**config.mk**
```make
export PLATFORM = sky130hd
export DESIGN_NAME = tw_mem_slave
export DESIGN_NICKNAME = d
export VERILOG_FILES = /design/src/rtl/tws_pkg.sv /design/src/rtl/tws_edges.sv /design/src/rtl/tws_array.sv /design/src/rtl/tw_mem_slave.sv
export SDC_FILE = /design/constraint.sdc
export NUM_CORES = 2
export LEC_CHECK = 0
export BUFFER_PORTS_ARGS = -buffer_cell sky130_fd_sc_hd__buf_2
export CORE_MARGIN = 2
export CORE_UTILIZATION = 40
export CTS_BUF_LIST = sky130_fd_sc_hd__clkbuf_16
export DETAILED_ROUTE_END_ITERATION = 16
export GPL_TIMING_DRIVEN = 0
export PLACE_DENSITY = 0.6
export SLEW_MARGIN = 20
export SYNTH_ARGS = -nofsm -noshare
export SYNTH_HDL_FRONTEND = slang
export SYNTH_SLANG_ARGS = --single-unit
```
**constraint.sdc**
```tcl
create_clock -name clk -period 3 [get_ports clk]
set_clock_uncertainty 0.1 [all_clocks]
set_input_delay 0.15 -clock clk [delete_from_list [all_inputs] [get_ports clk]]
set_output_delay 0.15 -clock clk [all_outputs]
set_load 0.02 [all_outputs]
```
**src/rtl/tws_pkg.sv**
```systemverilog
package tws_pkg;
   typedef enum logic [2:0] {
      ST_IDLE,
      ST_CTRL,
      ST_ADDR,
      ST_WDATA,
      ST_RDATA
   } tws_state_e;

   localparam int unsigned BYTE_W   = 8;
   localparam int unsigned CNT_W    = 4;
   localparam int unsigned SLOT_POS = 8;   // SCL rises per byte before the ninth clock
endpackage

```
**src/rtl/tws_edges.sv**
```systemverilog
module tws_edges (
   input  logic clk,
   input  logic rst_n,
   input  logic scl_i,
   output logic rise_o,
   output logic fall_o
);
   logic scl_q;

   always_ff @(posedge clk or negedge rst_n) begin
      if (!rst_n) scl_q <= 1'b1;
      else        scl_q <= scl_i;
   end

   assign rise_o = scl_i & ~scl_q;
   assign fall_o = ~scl_i & scl_q;
endmodule

```
**src/rtl/tws_array.sv**
```systemverilog
module tws_array #(
   parameter int unsigned ADDR_W    = 8,
   parameter int unsigned DATA_W    = 8,
   parameter bit          RESET_MEM = 1'b1
) (
   input  logic              clk,
   input  logic              rst_n,
   input  logic              we_i,
   input  logic [ADDR_W-1:0] waddr_i,
   input  logic [DATA_W-1:0] wdata_i,
   input  logic [ADDR_W-1:0] raddr_i,
   output logic [DATA_W-1:0] rdata_o
);
   localparam int unsigned DEPTH = 1 << ADDR_W;

   logic [DATA_W-1:0] mem [DEPTH];

   generate
      if (RESET_MEM) begin : g_rst
         always_ff @(posedge clk or negedge rst_n) begin
            if (!rst_n) begin
               for (int i = 0; i < DEPTH; i++) mem[i] <= '0;
            end else if (we_i) begin
               mem[waddr_i] <= wdata_i;
            end
         end
      end else begin : g_norst
         always_ff @(posedge clk) begin
            if (we_i) mem[waddr_i] <= wdata_i;
         end
      end
   endgenerate

   assign rdata_o = mem[raddr_i];
endmodule

```
**src/rtl/tw_mem_slave.sv**
```systemverilog
module tw_mem_slave
   import tws_pkg::*;
#(
   parameter int unsigned ADDR_W    = 8,
   parameter int unsigned PAGE_W    = 3,
   parameter logic [3:0]  DEV_CODE  = 4'b1010,
   parameter bit          RESET_MEM = 1'b1
) (
   input  logic              clk,
   input  logic              rst_n,
   input  logic              scl_i,
   input  logic              sda_i,
   input  logic              start_i,
   input  logic              stop_i,
   output logic              sda_pull_o,
   input  logic              busy_i,
   output logic              wr_req_o,
   output logic [ADDR_W-1:0] wr_addr_o,
   output logic [7:0]        wr_data_o,
   output logic              wr_go_o,
   input  logic              arr_we_i,
   input  logic [ADDR_W-1:0] arr_addr_i,
   input  logic [7:0]        arr_data_i
);
   localparam logic [CNT_W-1:0] CNT_FULL = CNT_W'(SLOT_POS);
   localparam logic [CNT_W-1:0] CNT_ONE  = CNT_W'(1);

   generate
      if (ADDR_W < 2 || ADDR_W > BYTE_W) begin : g_bad_aw
         $error("ADDR_W must lie in 2..8");
      end
      if (PAGE_W < 1 || PAGE_W > ADDR_W) begin : g_bad_pw
         $error("PAGE_W must lie in 1..ADDR_W");
      end
   endgenerate

   tws_state_e          st;
   logic [CNT_W-1:0]    cnt;
   logic                nine;
   logic [BYTE_W-1:0]   sh;
   logic [BYTE_W-2:0]   tx;
   logic                pull;
   logic                ack_drv;
   logic                acked;
   logic                is_rd;
   logic                mack;
   logic                wr_pend;
   logic [ADDR_W-1:0]   ptr;
   logic [ADDR_W-1:0]   ptr_pg_inc;
   logic [ADDR_W-1:0]   ptr_lin_inc;
   logic [BYTE_W-1:0]   rd_byte;
   logic                scl_rise;
   logic                scl_fall;
   logic                ctrl_hit;
   logic                on_boundary;

   tws_edges u_edges (
      .clk    (clk),
      .rst_n  (rst_n),
      .scl_i  (scl_i),
      .rise_o (scl_rise),
      .fall_o (scl_fall)
   );

   tws_array #(
      .ADDR_W    (ADDR_W),
      .DATA_W    (BYTE_W),
      .RESET_MEM (RESET_MEM)
   ) u_array (
      .clk     (clk),
      .rst_n   (rst_n),
      .we_i    (arr_we_i),
      .waddr_i (arr_addr_i),
      .wdata_i (arr_data_i),
      .raddr_i (ptr),
      .rdata_o (rd_byte)
   );

   // pointer advance: linear for reads, page-local for writes
   assign ptr_lin_inc = ptr + ADDR_W'(1);
   generate
      if (PAGE_W == ADDR_W) begin : g_pg_full
         assign ptr_pg_inc = ptr_lin_inc;
      end else begin : g_pg_part
         assign ptr_pg_inc = {ptr[ADDR_W-1:PAGE_W], ptr[PAGE_W-1:0] + PAGE_W'(1)};
      end
   endgenerate

   assign ctrl_hit    = (sh[7:4] == DEV_CODE) && !busy_i;
   assign on_boundary = (cnt <= CNT_ONE) && !nine;

   always_ff @(posedge clk or negedge rst_n) begin
      if (!rst_n) begin
         st        <= ST_IDLE;
         cnt       <= '0;
         nine      <= 1'b0;
         sh        <= '0;
         tx        <= '0;
         pull      <= 1'b0;
         ack_drv   <= 1'b0;
         acked     <= 1'b0;
         is_rd     <= 1'b0;
         mack      <= 1'b0;
         wr_pend   <= 1'b0;
         ptr       <= '0;
         wr_req_o  <= 1'b0;
         wr_addr_o <= '0;
         wr_data_o <= '0;
         wr_go_o   <= 1'b0;
      end else begin
         wr_req_o <= 1'b0;
         wr_go_o  <= 1'b0;
         if (start_i) begin
            // repeated START closes any write without a program cycle
            st      <= ST_CTRL;
            cnt     <= '0;
            nine    <= 1'b0;
            pull    <= 1'b0;
            ack_drv <= 1'b0;
            wr_pend <= 1'b0;
         end else if (stop_i) begin
            if (st == ST_WDATA && wr_pend && on_boundary) wr_go_o <= 1'b1;
            st      <= ST_IDLE;
            cnt     <= '0;
            nine    <= 1'b0;
            pull    <= 1'b0;
            ack_drv <= 1'b0;
            wr_pend <= 1'b0;
         end else if (st != ST_IDLE) begin
            if (scl_rise) begin
               if (cnt != CNT_FULL) begin
                  cnt <= cnt + CNT_ONE;
                  if (st != ST_RDATA) sh <= {sh[BYTE_W-2:0], sda_i};
               end else begin
                  nine <= 1'b1;
                  mack <= !sda_i;
               end
            end else if (scl_fall) begin
               if (nine) begin
                  // end of the ninth clock
                  cnt     <= '0;
                  nine    <= 1'b0;
                  ack_drv <= 1'b0;
                  pull    <= 1'b0;
                  unique case (st)
                     ST_CTRL: begin
                        if (!acked) begin
                           st <= ST_IDLE;
                        end else if (is_rd) begin
                           st   <= ST_RDATA;
                           tx   <= rd_byte[BYTE_W-2:0];
                           pull <= !rd_byte[BYTE_W-1];
                           ptr  <= ptr_lin_inc;
                        end else begin
                           st <= ST_ADDR;
                        end
                     end
                     ST_ADDR:  st <= acked ? ST_WDATA : ST_IDLE;
                     ST_WDATA: if (!acked) st <= ST_IDLE;
                     ST_RDATA: begin
                        if (mack) begin
                           tx   <= rd_byte[BYTE_W-2:0];
                           pull <= !rd_byte[BYTE_W-1];
                           ptr  <= ptr_lin_inc;
                        end else begin
                           st <= ST_IDLE;
                        end
                     end
                     default: st <= ST_IDLE;
                  endcase
               end else if (cnt == CNT_FULL) begin
                  // eighth bit done: decide the acknowledge
                  unique case (st)
                     ST_CTRL: begin
                        is_rd   <= sh[0];
                        acked   <= ctrl_hit;
                        pull    <= ctrl_hit;
                        ack_drv <= ctrl_hit;
                     end
                     ST_ADDR: begin
                        acked   <= !busy_i;
                        pull    <= !busy_i;
                        ack_drv <= !busy_i;
                        if (!busy_i) ptr <= sh[ADDR_W-1:0];
                     end
                     ST_WDATA: begin
                        acked   <= !busy_i;
                        pull    <= !busy_i;
                        ack_drv <= !busy_i;
                        if (!busy_i) begin
                           wr_req_o  <= 1'b1;
                           wr_addr_o <= ptr;
                           wr_data_o <= sh;
                           ptr       <= ptr_pg_inc;
                           wr_pend   <= 1'b1;
                        end
                     end
                     ST_RDATA: pull <= 1'b0;
                     default:  pull <= 1'b0;
                  endcase
               end else if (st == ST_RDATA && cnt != '0) begin
                  pull <= !tx[BYTE_W-2];
                  tx   <= {tx[BYTE_W-3:0], 1'b0};
               end
            end
         end
      end
   end

   assign sda_pull_o = pull;

   // the pull-down moves only with SCL low, or on a START/STOP release
   a_r10_sda_moves_scl_low: assert property (@(posedge clk) disable iff (!rst_n)
      (sda_pull_o != $past(sda_pull_o)) |-> (!$past(scl_i) || $past(start_i) || $past(stop_i)));

   // an acknowledge is never opened while the write cycle is busy
   a_r2_no_ack_while_busy: assert property (@(posedge clk) disable iff (!rst_n)
      $rose(ack_drv) |-> !$past(busy_i));

   // a program request follows only a STOP
   a_r5_commit_after_stop: assert property (@(posedge clk) disable iff (!rst_n)
      wr_go_o |-> $past(stop_i));

   // START and STOP always leave SDA released
   a_r11_start_stop_release: assert property (@(posedge clk) disable iff (!rst_n)
      ($past(start_i) || $past(stop_i)) |-> !sda_pull_o);

   // a write request never coincides with an active read
   a_r3_req_not_in_read: assert property (@(posedge clk) disable iff (!rst_n)
      wr_req_o |-> !$past(is_rd && st == ST_RDATA));
endmodule

```
==> results.yml <==
finish:
  design_area_um2: 114000
  post-route-util: 0.479
  drive_gt1_frac: 0.502
  instances_no_fill: 10259
  area_growth_pct: 18.8
  nNetsFinal: 6895
clocking:
  cts_buffers: 224
  htree_levels: 4
  cts_tree: "built"
  cts_root_buffer: "clkbuf_16"
  clkTransAtPathRegs_ns: 0.06
  clkSinkCount: 2103
  clk_latency_ns: 0.94
  cts_max_path_buffers: 3
yosys:
  synth-seq-cells: 2103
  syn_inst: 6369
  synth_nets: 6399
  synth_edf_count: 0
  yosysTopAreaCellShare: 0.547
  synthTopCellsByCount: "dfrtp_1 (2102), mux2_2 (2070), mux4_2 (454)"
  synthArstFlopShare: 1.00
  synth_cell_types: 72
  yosysMostFrequentCell: "dfrtp_1"
  ys_warn_count: 0
  syn_area_um2: 96100
  synth_area_leader_cell: "dfrtp_1"
  ys.flop_type: "dfrtp_1"
  avgSynthCellArea_um2: 15.1
  yosysSeqAreaShare: 0.548
  synthTopCellsByArea: "dfrtp_1 (55%), mux2_2 (24%), mux4_2 (11%), mux2i_1 (1.9%), clkbuf_1 (1.3%)"
floorplan:
  core_um2: 238000
  start_util: 0.403
  die-area_um2: 244000
  die_h_um: 494
  rows: 179
  die_w_um: 494
  io_pins: 43
timing:
  slew_viol_final: 0
  worst_hold_slack_ns: -0.00548
  tightest_slew_ns: 1.30
  setup-tns-final_ns: -8.90
  maxSlewHeadroom: 0.133
  clock.fmax_ghz: 0.284
  post-route-period-util: 1.17
  finalHoldViolations: 3
  period_needed_ns: 3.52
  worst_slack_ns: -0.525
  setup_violations: 116
  rsz0062_at_grt: "yes"
global_routing:
  grt_max_degree: 138
  gr-total-overflow: 0
  grt_pass1_vias: 65443
  antenna_found_initial: 47
  grt_pass1_wl_um: 572000
  track_usage: 0.346
placement:
  place_area_um2: 102000
  place_inst: 9620
  gp_congestion: 1.06
  detailed_place_hpwl_um: 298000
  io_buffer_count: 31
worst_setup_path:
  max_stage_delay_ns: 0.63
  cp.buffers_inverters: 3
  worstSetupPathType: "reg -> reg"
  crit_fanout: 9
  critPathRequiredTime_ns: 3.71
  start_kind: "flip-flop"
  r2r-start: "ptr[0]"
  path_delay_family: "multiplexers"
  crit_path_top_delay_cell: "mux4_2"
  rrSetupSlack_ns: -0.52
  r2r.worst_path.cells: 9
  crit_path_start: "ptr[0]"
  end_kind: "flip-flop"
  reg2reg_to: "sda_pull_o"
  worstPathCellList: "buf_12, buf_16, buf_16, mux4_2, mux4_2, and2_4, a31oi_2, nand4b_1, a41oi_2"
  arrival_ns: 4.24
status:
  violations: "hold timing, setup timing"
  outcome: "finished with violations"
route:
  drt_iter0_drc: 9217
  num_vias: 66346
  drt_pass1_iterations: 7
  routedWlPerCell_um: 41.5
  drc: 0
  antenna_left: 0
  totalWireLength_um: 426000
  viasPerCell: 6.47
pwr:
  max-vdd-ir-drop_mv: 0.618
  p_leak_nw: 52.4
  powerDensity_nw_per_um2: 546
min_path:
  hp-class: "in -> async"
flow_run:
  cap_violations: 0
-- area by class of cell --
class	instances	area (µm²)
diodes	45	113
plain buffers	461	3940
clock buffers	225	5630
clock inverters	183	1520
fillers	20562	124000
inverters	12	57.6
multi-input cells	3785	42500
flip-flops and latches	2103	52600
well taps	3167	3960
repair buffers	278	3800
-- power breakdown --
group          switching [mW]  total (mW)  internal [mW]
Combinational            2.48        4.24           1.76
Sequential              0.723        30.4           29.7
Clock                    12.4        27.7           15.2
-- worst max-delay path by stage --
stage                             to  slack (ns)  cells past startpoint
global placement    u_array.mem[785]      -44.82                      1
finish                    sda_pull_o       -0.52                      9
CTS                            tx[3]       -0.40                     13
detailed placement             tx[3]       -2.77                     10
floorplan                      tx[3]        0.49                     10
global route              sda_pull_o       -0.40                      9
-- state kept, by name, indices dropped and copies added (netlist names) --
| register | cells |
|---|---|
| ptr | 8 |
| sh | 8 |
| mack | 1 |
| wr_pend | 1 |
| wr_addr_o | 8 |
| tx | 7 |
| cnt | 4 |
| wr_go_o | 1 |
| sda_pull_o | 1 |
| nine | 1 |
| u_array.mem | 2048 |
| acked | 1 |
| u_edges.scl_q | 1 |
| wr_data_o | 8 |
| wr_req_o | 1 |
| is_rd | 1 |
| st | 3 |
-- placed cells by master, fill, tap and decap left out, types with 47 or more instances in the layout --
cell type  synthesis  final
buf_4             35    119
mux2_2          2070   2069
a22oi_1           66     53
mux4_2           454    454
clkbuf_16          0    229
clkbuf_1         329    232
inv_1              9     60
dfrtp_1         2102   2101
clkbuf_2           0     60
nand3_1           56     47
clkinv_1           1     54
nand2_1          271    265
nor2_1           212    154
buf_16             0     85
mux2i_1          184    154
nor2_2             0     53
buf_12             1     81
-- through the flow --
step                      setup WS [ns]  power [mW]
final                            -0.525        62.3
after global placement           -44.82        34.5
after CTS                        -0.397        62.2
after global routing             -0.403        64.0
after floorplan                   0.491        32.8
after detailed placement          -2.77        34.8
-- timing repair --
action	CTS	global route
endpoints found under the hold margin	717	6
hold buffers	35	1
gates cloned	5	3
pin swaps	35	28
gates resized for setup	570	113
endpoints found under the setup margin	139	307
buffers inserted	95	54
-- layer usage --
layer  global-route usage  vias up  wire length, µm
met1                0.440    35840           160000
met5                    0        -              395
met2                0.478     4384           176000
met3                0.129     1258            51600
met4                0.262       22            37900
li1                     -    24842                -
-- cells by family (layout without fill, tap and decap cells) --
kind of cell             after synthesis  count (layout)  share of synthesized area
AO/OA/AOI/OAI                        371             371                     0.0275
buffers and inverters                481            1159                     0.0236
adder cells (fa/ha/maj)                6               6                   0.000781
flip-flops                          2103            2103                      0.548
AND/OR/NAND/NOR                      700             700                     0.0324
other                                  0              45                          0
multiplexers                        2708            2708                      0.368
-- worst reg2reg max path: cells and delay by family (launching register included) --
family / cells / cell delay, ns
AO/OA/AOI/OAI: 2 / 0.51
AND/OR/NAND/NOR: 2 / 0.68
flip-flops: 1 / 0.40
buffers and inverters: 3 / 0.53
multiplexers: 2 / 1.19
(Power assumes the default switching activity.)
